File: src/rtl/pcit_pkg.sv
// Shared types and command codes for the burst memory target.
package pcit_pkg;

    // Target transaction state
    typedef enum logic [1:0] {
        ST_IDLE = 2'd0,
        ST_DATA = 2'd1,
        ST_DISC = 2'd2
    } tgt_state_e;

    // Command codes accepted by the target
    localparam logic [3:0] CMD_MEM_RD = 4'b0110;
    localparam logic [3:0] CMD_MEM_WR = 4'b0111;

endpackage

File: src/rtl/pcit_decode.sv
// Address-window and command decode for the address phase.
// Assumes the window is an aligned power of two of 2**WIN_LG2 bytes.
module pcit_decode
    import pcit_pkg::*;
#(
    parameter logic [31:0] BASE_ADDR = 32'h0001_0000,
    parameter int          WIN_LG2   = 8
) (
    input  logic [31-WIN_LG2:0] ad_hi,
    input  logic [3:0]          cmd,
    output logic                claim,
    output logic                is_write
);

    logic hit;
    logic cmd_ok;

    // Compare the upper address bits against the window base and qualify the command
    always_comb begin
        hit      = (ad_hi == BASE_ADDR[31:WIN_LG2]);
        cmd_ok   = (cmd == CMD_MEM_RD) || (cmd == CMD_MEM_WR);
        claim    = hit && cmd_ok;
        is_write = (cmd == CMD_MEM_WR);
    end

endmodule

File: src/rtl/pcit_addr.sv
// Burst word-address counter. It is loaded at the address phase and steps by one
// word per completed data phase, wrapping at the window size.
module pcit_addr #(
    parameter int WORD_W = 6
) (
    input  logic              clk,
    input  logic              rst_n,
    input  logic              load,
    input  logic [WORD_W-1:0] load_val,
    input  logic              step,
    output logic [WORD_W-1:0] cur,
    output logic [WORD_W-1:0] nxt
);

    // Next sequential offset, wraps naturally by width
    assign nxt = cur + 1'b1;

    // Hold the current burst offset
    always_ff @(posedge clk) begin
        if (!rst_n)
            cur <= '0;
        else if (load)
            cur <= load_val;
        else if (step)
            cur <= nxt;
    end

    // a completed phase moves the offset by exactly one word
    a_r5_addr_step: assert property (@(posedge clk) disable iff (!rst_n)
        (step && !load) |=> (cur == WORD_W'($past(cur) + 1'b1)));

endmodule

File: src/rtl/pcit_phase.sv
// Per-phase wait-state counter that drives the target-ready strobe.
// Assumes start and release are never asserted in the same clock.
module pcit_phase #(
    parameter int WAIT_W = 3
) (
    input  logic              clk,
    input  logic              rst_n,
    input  logic              start,
    input  logic              release_i,
    input  logic [WAIT_W-1:0] wait_cfg,
    output logic              trdy_n
);

    logic [WAIT_W-1:0] cnt;

    // Count down the wait states of a phase, then drop trdy_n
    always_ff @(posedge clk) begin
        if (!rst_n) begin
            cnt    <= '0;
            trdy_n <= 1'b1;
        end else if (start) begin
            cnt    <= wait_cfg;
            trdy_n <= (wait_cfg != '0);
        end else if (release_i) begin
            cnt    <= '0;
            trdy_n <= 1'b1;
        end else if (trdy_n && (cnt != '0)) begin
            cnt <= cnt - 1'b1;
            if (cnt == WAIT_W'(1))
                trdy_n <= 1'b0;
        end
    end

    // while more than one wait state remains, trdy_n stays high
    a_r7_wait_hold: assert property (@(posedge clk) disable iff (!rst_n)
        (trdy_n && (cnt > WAIT_W'(1)) && !start && !release_i) |=> trdy_n);

    // the last wait state is followed by trdy_n low
    a_r7_wait_end: assert property (@(posedge clk) disable iff (!rst_n)
        (trdy_n && (cnt == WAIT_W'(1)) && !start && !release_i) |=> !trdy_n);

endmodule

File: src/rtl/pcit_target.sv
// Burst memory target on a multiplexed 32-bit address/data bus.
// Captures address and command in the single address clock, claims in-window
// memory reads and writes, moves one word per completed data phase, and detects
// the last phase from frame_n and irdy_n. Assumes the memory read port answers
// in the same clock and that the initiator leaves an idle edge between
// transactions.
module pcit_target
    import pcit_pkg::*;
#(
    parameter logic [31:0] BASE_ADDR = 32'h0001_0000,
    parameter int          WIN_LG2   = 8,
    parameter int          WAIT_W    = 3
) (
    input  logic                clk,
    input  logic                rst_n,
    input  logic                frame_n,
    input  logic                irdy_n,
    input  logic [3:0]          cbe_n,
    input  logic [31:0]         ad_in,
    output logic [31:0]         ad_out,
    output logic                ad_oe,
    output logic                devsel_n,
    output logic                trdy_n,
    output logic                stop_n,
    input  logic [WAIT_W-1:0]   wait_cfg,
    input  logic                burst_en,
    output logic [WIN_LG2-3:0]  mem_rd_addr,
    input  logic [31:0]         mem_rd_data,
    output logic                mem_we,
    output logic [WIN_LG2-3:0]  mem_wr_addr,
    output logic [31:0]         mem_wr_data,
    output logic [3:0]          mem_wr_be
);

    localparam int WORD_W = WIN_LG2 - 2;
    localparam int NBYTES = 4;

    tgt_state_e        st;
    logic              prev_idle;
    logic              write_q;
    logic              single_q;
    logic              claim;
    logic              is_write;
    logic              addr_phase;
    logic              done;
    logic              ph_start;
    logic              ph_release;
    logic [WORD_W-1:0] cur_off;
    logic [WORD_W-1:0] nxt_off;

    // Address/command decode for the address phase
    pcit_decode #(
        .BASE_ADDR (BASE_ADDR),
        .WIN_LG2   (WIN_LG2)
    ) u_decode (
        .ad_hi    (ad_in[31:WIN_LG2]),
        .cmd      (cbe_n),
        .claim    (claim),
        .is_write (is_write)
    );

    // Qualify the address phase and the completion of a data phase
    always_comb begin
        addr_phase = (st == ST_IDLE) && !frame_n && prev_idle;
        done       = (st == ST_DATA) && !irdy_n && !trdy_n;
        ph_start   = (addr_phase && claim) || (done && !frame_n && !single_q);
        ph_release = done && (frame_n || single_q);
    end

    // Burst offset counter
    pcit_addr #(
        .WORD_W (WORD_W)
    ) u_addr (
        .clk      (clk),
        .rst_n    (rst_n),
        .load     (addr_phase),
        .load_val (ad_in[WIN_LG2-1:2]),
        .step     (done),
        .cur      (cur_off),
        .nxt      (nxt_off)
    );

    // Wait-state counter and target-ready strobe
    pcit_phase #(
        .WAIT_W (WAIT_W)
    ) u_phase (
        .clk       (clk),
        .rst_n     (rst_n),
        .start     (ph_start),
        .release_i (ph_release),
        .wait_cfg  (wait_cfg),
        .trdy_n    (trdy_n)
    );

    // Read port offset: the word that will be on the bus in the next clock
    always_comb begin
        if (addr_phase)
            mem_rd_addr = ad_in[WIN_LG2-1:2];
        else if (done)
            mem_rd_addr = nxt_off;
        else
            mem_rd_addr = cur_off;
    end

    // Write port: one strobe per completed write phase
    assign mem_we      = done && write_q;
    assign mem_wr_addr = cur_off;
    assign mem_wr_data = ad_in;

    // Byte enables are the inverted low-active lines, one per byte lane
    for (genvar b = 0; b < NBYTES; b++) begin : g_be
        assign mem_wr_be[b] = ~cbe_n[b];
    end

    // Remember whether the previous edge saw an idle bus
    always_ff @(posedge clk) begin
        if (!rst_n)
            prev_idle <= 1'b1;
        else
            prev_idle <= frame_n && irdy_n;
    end

    // Read data register, refreshed every clock from the read port
    always_ff @(posedge clk) begin
        if (!rst_n)
            ad_out <= '0;
        else
            ad_out <= mem_rd_data;
    end

    // Transaction state, claim, stop request and output enable
    always_ff @(posedge clk) begin
        if (!rst_n) begin
            st       <= ST_IDLE;
            write_q  <= 1'b0;
            single_q <= 1'b0;
            devsel_n <= 1'b1;
            stop_n   <= 1'b1;
            ad_oe    <= 1'b0;
        end else begin
            unique case (st)
                ST_IDLE: begin
                    if (addr_phase && claim) begin
                        st       <= ST_DATA;
                        write_q  <= is_write;
                        single_q <= !burst_en;
                        devsel_n <= 1'b0;
                        stop_n   <= burst_en;
                        ad_oe    <= !is_write;
                    end
                end
                ST_DATA: begin
                    if (done && frame_n) begin
                        st       <= ST_IDLE;
                        devsel_n <= 1'b1;
                        stop_n   <= 1'b1;
                        ad_oe    <= 1'b0;
                    end else if (done && single_q) begin
                        st    <= ST_DISC;
                        ad_oe <= 1'b0;
                    end
                end
                ST_DISC: begin
                    if (frame_n) begin
                        st       <= ST_IDLE;
                        devsel_n <= 1'b1;
                        stop_n   <= 1'b1;
                    end
                end
                default: st <= ST_IDLE;
            endcase
        end
    end

    // a claimed address phase drives devsel_n low in the next clock
    a_r2_claim_devsel: assert property (@(posedge clk) disable iff (!rst_n)
        (addr_phase && claim) |=> !devsel_n);

    // an unclaimed address phase leaves the target silent
    a_r3_no_claim: assert property (@(posedge clk) disable iff (!rst_n)
        (addr_phase && !claim) |=> (devsel_n && trdy_n && stop_n));

    // the final completed phase releases every target strobe
    a_r9_release: assert property (@(posedge clk) disable iff (!rst_n)
        (done && frame_n) |=> (trdy_n && devsel_n && stop_n));

    // in single-phase mode no second phase is offered
    a_r10_single_once: assert property (@(posedge clk) disable iff (!rst_n)
        (done && single_q) |=> trdy_n);

    // frame_n low without a preceding idle edge is not claimed
    a_r11_need_idle: assert property (@(posedge clk) disable iff (!rst_n)
        ((st == ST_IDLE) && !frame_n && !prev_idle && devsel_n) |=> devsel_n);

    // read data is only driven inside a claimed transaction
    a_r8_oe_claimed: assert property (@(posedge clk) disable iff (!rst_n)
        ad_oe |-> !devsel_n);

endmodule

File: config.mk
export PLATFORM = sky130hd
export DESIGN_NAME = pcit_target
export DESIGN_NICKNAME = d
export VERILOG_FILES = /design/src/rtl/pcit_pkg.sv /design/src/rtl/pcit_decode.sv /design/src/rtl/pcit_addr.sv /design/src/rtl/pcit_phase.sv /design/src/rtl/pcit_target.sv
export SDC_FILE = /design/constraint.sdc
export NUM_CORES = 1
export LEC_CHECK = 0
export BUFFER_PORTS_ARGS = -buffer_cell sky130_fd_sc_hd__buf_2
export CAP_MARGIN = 10
export CORE_MARGIN = 1.5
export CORE_UTILIZATION = 35
export CTS_CLUSTER_SIZE = 30
export DETAILED_ROUTE_END_ITERATION = 10
export PLACE_DENSITY = 0.69
export REMOVE_ABC_BUFFERS = 1
export SYNTH_ARGS = -nofsm -noshare
export SYNTH_HDL_FRONTEND = slang
export SYNTH_HIERARCHICAL = 1
export SYNTH_SLANG_ARGS = --single-unit
File: constraint.sdc
create_clock -name clk -period 2.5 [get_ports clk]
set_clock_uncertainty 0.1 [all_clocks]
set_input_delay 0.25 -clock clk [delete_from_list [all_inputs] [get_ports clk]]
set_output_delay 0.25 -clock clk [all_outputs]
set_load 0.02 [all_outputs]
==> flow_metrics.tcl, run 1 <==
set metrics [dict create \
    worst_skew_pair.late_latency_ps 300 \
    timing.final.max_slew_violations 0 \
    routed_wl_um 5500 \
    synth.area.mux_share_pct 4.09 \
    postCtsSetupBuffers 0 \
    grt_overflow 0 \
    syn_avg_cell_area_um2 9.10 \
    rsz0062_at_grt "no" \
    wl_per_cell_um 11.2 \
    cp_max_fo 22 \
    power.total_mw 1.92 \
    ys_top_cells_by_area "dfxtp_1 (41%), buf_4 (9.8%), and2_1 (8.9%)" \
    htree_levels 2 \
    ys.flop_type "dfxtp_1" \
    synthesis.area_um2 2450 \
    coreArea_um2 6790 \
    synth_edf_count 0 \
    synthArstFlopShare_pct 0 \
    globalplace.congestion 0.761 \
    grt_pass1_vias 1955 \
    hp-class "input pin to register" \
    p_switching_mw 0.563 \
    area_growth_pct 30.7 \
    ctsLongestPathBuffers 2 \
    synth_xor_area_share_pct 2.86 \
    cp_data_arrival_time_ps 1810 \
    finalCriticalPeriod_ps 2160 \
    hold_viol 0 \
    setup_viol 0 \
    drt_iter0_drc 58 \
    status "completed" \
    fin_setup_tns_ps 0 \
    synth_top_family_by_area "simple AND/OR/NAND/NOR gates" \
    nets 480 \
    rows 30 \
    die_w_um 86.6 \
    die_y_um 86.6 \
    pwr-share-comb_pct 24.1 \
    seq_area_frac_synth_pct 40.9 \
    internal-power_mw 1.36 \
    start_util_pct 36.0 \
    drc_errors 0 \
    drive_above_1_share_pct 44.7 \
    setup.worst_path.start_class "register" \
    yosysMostFrequentCell "dfxtp_1" \
    sw_frac_of_total_pct 29.3 \
    fillers 672 \
    vias 2202 \
    synth_top_area_share_pct 40.9 \
    hold_buffers 0 \
    cts_tree "built" \
    fmax_mhz 463 \
    dp_hpwl_um 4290 \
    netlist_top_cells_count "dfxtp_1 (50), and2_1 (35), buf_4 (32), nand2_1 (22), o21ai_0 (16)" \
    p_leak_nw 1.64 \
    grt_antenna_before_repair 0 \
    cts-root-buf "clkbuf_8" \
    worstPathRequired_ps 2150 \
    drv_cap 0 \
    grt_pass1_wl_um 8700 \
    io_buffers 156 \
    finalCritPeriodShare_pct 86.5 \
    synthAdderAreaFrac_pct 4.60 \
    worst_pin_slew_ps 381 \
    ys_seq_elements 50 \
    powerDensity_nw_per_um2 599 \
    ir_worst_vdd_v 0.000389 \
    cts.sinks 50 \
    path_clk_slew_ps 90 \
    synth_compound_area_share_pct 8.79 \
    power_frac_seq_pct 46.9 \
    yosysWarnings 6 \
    worst_setup_path_end_kind "output port" \
    io_pins 161 \
    antenna_left 0 \
    grt_max_degree 50 \
    ctsResizeCount 0 \
    yosysTopAreaCell "dfxtp_1" \
    vias_per_cell 4.48 \
    clkPwrFrac_pct 29.0 \
    syn_inst 269 \
    grtUsageTotal_pct 14.4 \
    dr.pass1.iters 4 \
    yosys.area_share.simple_pct 24.9 \
    path_class "register to output port" \
    die-area_um2 7510 \
    maxSlewHeadroom_pct 74.6 \
    ys_types 47 \
    numCtsBuffers 5 \
    antenna_cells 0 \
]
[per-stage QoR]
stage | util, % | instances | instance area [um2] | hold WS [ps] | worst slack [ps]
2_1_floorplan | - | 228 | 2160 | 212 | 368
3_3_place_gp | 45.5 | 484 | 3090 | 350 | 368
3_5_place_dp | 45.5 | 484 | 3090 | 357 | 364
4_1_cts | 47.1 | 492 | 3200 | 31.5 | 293
5_1_grt | 47.1 | 492 | 3200 | 28.7 | 143
6_report | 47.1 | 492 | 3200 | 45.9 | 338
[sequential cells by signal, indices dropped and copies added (netlist names)]
register / count
ad_oe: 1
st: 2
ad_out: 32
write_q: 1
u_phase/cnt: 3
u_phase/trdy_n: 1
devsel_n: 1
u_addr/cur: 6
single_q: 1
stop_n: 1
prev_idle: 1
[area by class of cell]
| cell class | count | area (um2) | area share, % |
|---|---|---|---|
| multi-input combinational | 164 | 1110 | 34.6 |
| sequential | 50 | 1000 | 31.3 |
| timing repair buffer | 160 | 811 | 25.3 |
| tap | 96 | 120 | 3.75 |
| clock buffer | 5 | 68.8 | 2.15 |
| inverter | 14 | 52.6 | 1.64 |
| clock inverter | 3 | 40.0 | 1.25 |
[final timing paths]
check,start,endpoint,slack (ps),cells after the start
max,st[0],mem_rd_addr[1],340,6
min,mem_rd_data[3],ad_out[3],50,2
max reg2reg,st[1],u_phase/cnt[0],400,9
min reg2reg,write_q,write_q,380,2
[placed cells by master (no fill, tap or decap), types with 2 or more instances in the layout]
master / instances
nand4_1: 3
nor4_1: 4
inv_1: 13
nand3b_1: 2
clkinv_2: 2
nand2b_1: 2
nor4b_1: 4
nand2_1: 22
o31ai_1: 2
xor2_1: 4
nand3_1: 6
and2_1: 35
and3_1: 3
o21ai_0: 16
nor2_1: 9
dfxtp_1: 50
ha_1: 9
clkbuf_8: 5
buf_2: 156
xnor2_1: 4
mux2i_1: 10
a21oi_1: 6
buf_4: 4
nor3_2: 2
[kinds of logic after synthesis]
kind of cell / after synthesis
xor+xnor: 8
fa+ha+maj: 9
compound gates: 34
buf+inv: 55
mux: 10
flops: 50
simple gates: 103
[power groups by stage]
stage	logic, mW	clock network [mW]	registers, mW
final	0.463	0.557	0.899
after global placement	0.455	0	0.917
after floorplan	0.203	0	0.960
after global routing	0.515	0.618	0.910
after detailed placement	0.468	0	0.919
after CTS	0.469	0.582	0.900
[routing by layer]
metal / wire length, um / global-route usage [%] / up-vias
met1: 2500 / 18.1 / 991
li1: - / - / 1125
met3: 438 / 5.05 / 9
met4: 54 / 3.96 / 0
met5: 0 / 0 / -
met2: 2500 / 23.6 / 77
[worst max-delay path, stage by stage (launching register included)]
cell and delay (ps):
dfxtp_1 400, inv_1 100, ha_1 260, and3b_1 190
buf_4 200, o21ai_0 180, buf_2 190
(Power assumes the default switching activity.)
==> run 2, diff against run 1 <==
--- a/config.mk
+++ b/config.mk
@@ -5,13 +5,15 @@
 export SDC_FILE = /design/constraint.sdc
 export NUM_CORES = 1
 export LEC_CHECK = 0
+export ABC_AREA = 1
 export BUFFER_PORTS_ARGS = -buffer_cell sky130_fd_sc_hd__buf_2
 export CAP_MARGIN = 10
+export CORE_ASPECT_RATIO = 1.4
 export CORE_MARGIN = 1.5
 export CORE_UTILIZATION = 35
 export CTS_CLUSTER_SIZE = 30
 export DETAILED_ROUTE_END_ITERATION = 10
-export PLACE_DENSITY = 0.69
+export PLACE_DENSITY = 0.68
 export REMOVE_ABC_BUFFERS = 1
 export SYNTH_ARGS = -nofsm -noshare
 export SYNTH_HDL_FRONTEND = slang
==> flow_metrics.tcl, run 2 <==
set metrics [dict create \
    synth_edf_count 0 \
    cp_data_arrival_time_ps 1880 \
    critPathSlowestCell "dfxtp_1" \
    syn_inst 369 \
    worst_setup_path_end_kind "output port" \
    synthArstFlopShare_pct 0 \
    syn_avg_cell_area_um2 7.00 \
    io_buffers 156 \
    vias 2532 \
    power.total_mw 2.43 \
    area_growth_pct 28.7 \
    globalplace.congestion 0.862 \
    worst_pin_slew_ps 778 \
    ctsLongestPathBuffers 2 \
    hp-class "input pin to register" \
    placed_area_um2 3220 \
    postCtsSetupBuffers 0 \
    grt_pass1_vias 2430 \
    dp_hpwl_um 4850 \
    numCtsBuffers 5 \
    die_w_um 75.6 \
    ys_seq_elements 50 \
    ys.flop_type "dfxtp_1" \
    hold_viol 0 \
    dr.pass1.iters 4 \
    fin_area_um2 3320 \
    ys_types 27 \
    crit_family "buffers and inverters" \
    yosysMostFrequentCell "nand2_1" \
    fillers 748 \
    reg.largest.list "ad_out x32, u_addr/cur x6, u_phase/cnt x3" \
    netlist_top_cells_count "nand2_1 (85), inv_1 (72), dfxtp_1 (50), nor2_1 (36), buf_4 (33)" \
    fin_setup_tns_ps 0 \
    seq_area_frac_synth_pct 38.8 \
    coreArea_um2 7070 \
    fmax_mhz 448 \
    cts.sinks 50 \
    timing.final.max_slew_violations 0 \
    drv_cap 0 \
    cp_num_buf_inv 4 \
    grt_antenna_before_repair 0 \
    grtUsageTotal_pct 15.4 \
    final_cell_mix "buf_2 (156), nand2_1 (85), inv_1 (72)" \
    ir_worst_vdd_v 0.000335 \
    wl_per_cell_um 10.2 \
    synth_top_area_share_pct 38.8 \
    worst_skew_pair.late_latency_ps 300 \
    die_y_um 105 \
    crit_chain "inv_1 -> ha_2 -> nand3_2 -> buf_4 -> inv_1 -> a21oi_1 -> a21oi_1 -> buf_2" \
    drt_iter0_drc 76 \
    max_flop_register "ad_out" \
    rows 36 \
    p_leak_nw 2.00 \
    path_clk_slew_ps 90 \
    yosysWarnings 6 \
    layout_commonest_cell "buf_2" \
    rsz0062_at_grt "no" \
    synthesis.area_um2 2580 \
    finalCritPeriodShare_pct 89.3 \
    antenna_cells 0 \
    grt_pass1_wl_um 9860 \
    finalCriticalPeriod_ps 2230 \
    vias_per_cell 4.28 \
    die-area_um2 7910 \
    cts_tree "built" \
    maxSlewHeadroom_pct 47.6 \
    largest_reg_flops 32 \
    antenna_left 0 \
    critPathMaxStageDelay_ps 350 \
    io_pins 161 \
    setup_viol 0 \
    status "completed" \
    htree_levels 2 \
    start_util_pct 36.5 \
    powerDensity_nw_per_um2 731 \
    grt_max_degree 37 \
    routed_wl_um 6010 \
    cts-root-buf "clkbuf_8" \
    drc_errors 0 \
    nets 581 \
    cp_max_fo 9 \
    worstPathRequired_ps 2150 \
    path_class "register to output port" \
    yosysTopAreaCell "dfxtp_1" \
    grt_overflow 0 \
    drive_above_1_share_pct 37.2 \
    setup.worst_path.start_class "register" \
    ys_top_cells_by_area "dfxtp_1 (39%), nand2_1 (12%), inv_1 (10%)" \
]
[run 2: cell types whose count changed in the layout (fill, tap and decap cells not counted), sizes merged, moves of 4 or more]
cell   previous run  this run
nand2            23        87
inv              14        75
and2             35         1
nor2              9        42
a21oi             6        22
nand3             7        22
o21ai            17         5
mux2i            10         0
nor4              4         0
nor4b             4         0
xnor2             4         0
[run 2: timing repair]
| item | CTS | global route |
|---|---|---|
| hold endpoints to repair | 0 | 0 |
| hold buffers | 0 | 0 |
| endpoints found under the setup margin | 0 | 6 |
| resized for setup | 0 | 3 |
[run 2: path summary, 6_finish.rpt]
| path | from | end | slack (ps) | cells past startpoint |
|---|---|---|---|---|
| worst max-delay path | st[1] | mem_rd_addr[5] | 270 | 8 |
| worst min-delay path | mem_rd_data[17] | ad_out[17] | 30 | 3 |
| worst max register to register | st[1] | u_phase/cnt[2] | 450 | 9 |
| worst min register to register | write_q | write_q | 370 | 2 |
[run 2: cells by family (layout without fill, tap and decap cells)]
group / Yosys count / count (layout) / share of synthesized area [%]
AND/OR/NAND/NOR: 159 / 159 / 26.7
AO/OA/AOI/OAI: 35 / 35 / 7.66
flip-flops: 50 / 50 / 38.8
buffers and inverters: 113 / 241 / 21.5
XOR/XNOR: 3 / 3 / 1.02
adder cells (fa/ha/maj): 9 / 9 / 4.36
[run 2: cell type report]
type | count | area [um2] | area share, %
multi-input combinational | 206 | 1030 | 31.1
sequential | 50 | 1000 | 30.1
timing repair buffer | 158 | 796 | 24.0
inverter | 75 | 284 | 8.55
tap | 95 | 119 | 3.58
clock buffer | 5 | 68.8 | 2.07
clock inverter | 3 | 21.3 | 0.640
[run 2: report_power, final]
group	internal, mW	switching, mW	total [mW]
logic	0.370	0.627	0.998
clock network	0.197	0.270	0.467
registers	0.896	0.0679	0.964
[run 2: worst reg2reg max path, delay by kind of cell, from the launching register on]
family                   cells  cell delay [ps]
AO/OA/AOI/OAI                1              620
AND/OR/NAND/NOR              5              460
flip-flops                   1              350
adder cells (fa/ha/maj)      1              260
buffers and inverters        2              170
[run 2: layer usage]
| metal | GRT usage [%] | routed length [um] |
|---|---|---|
| met1 | 15.7 | 2330 |
| met2 | 29.3 | 3210 |
| met3 | 4.44 | 411 |
| met4 | 3.44 | 59 |
| met5 | 0 | 0 |
[run 2: metrics by stage]
stage / hold slack [ps] / cells / setup slack, ps / utilization (%)
global placement: 328 / 584 / 443 / 45.6
global route: 13.7 / 592 / 63.6 / 47.0
floorplan: 226 / 331 / 531 / -
finish: 25.3 / 592 / 268 / 47.0
CTS: 15.3 / 592 / 78.2 / 46.8
detailed placement: 333 / 584 / 412 / 45.6
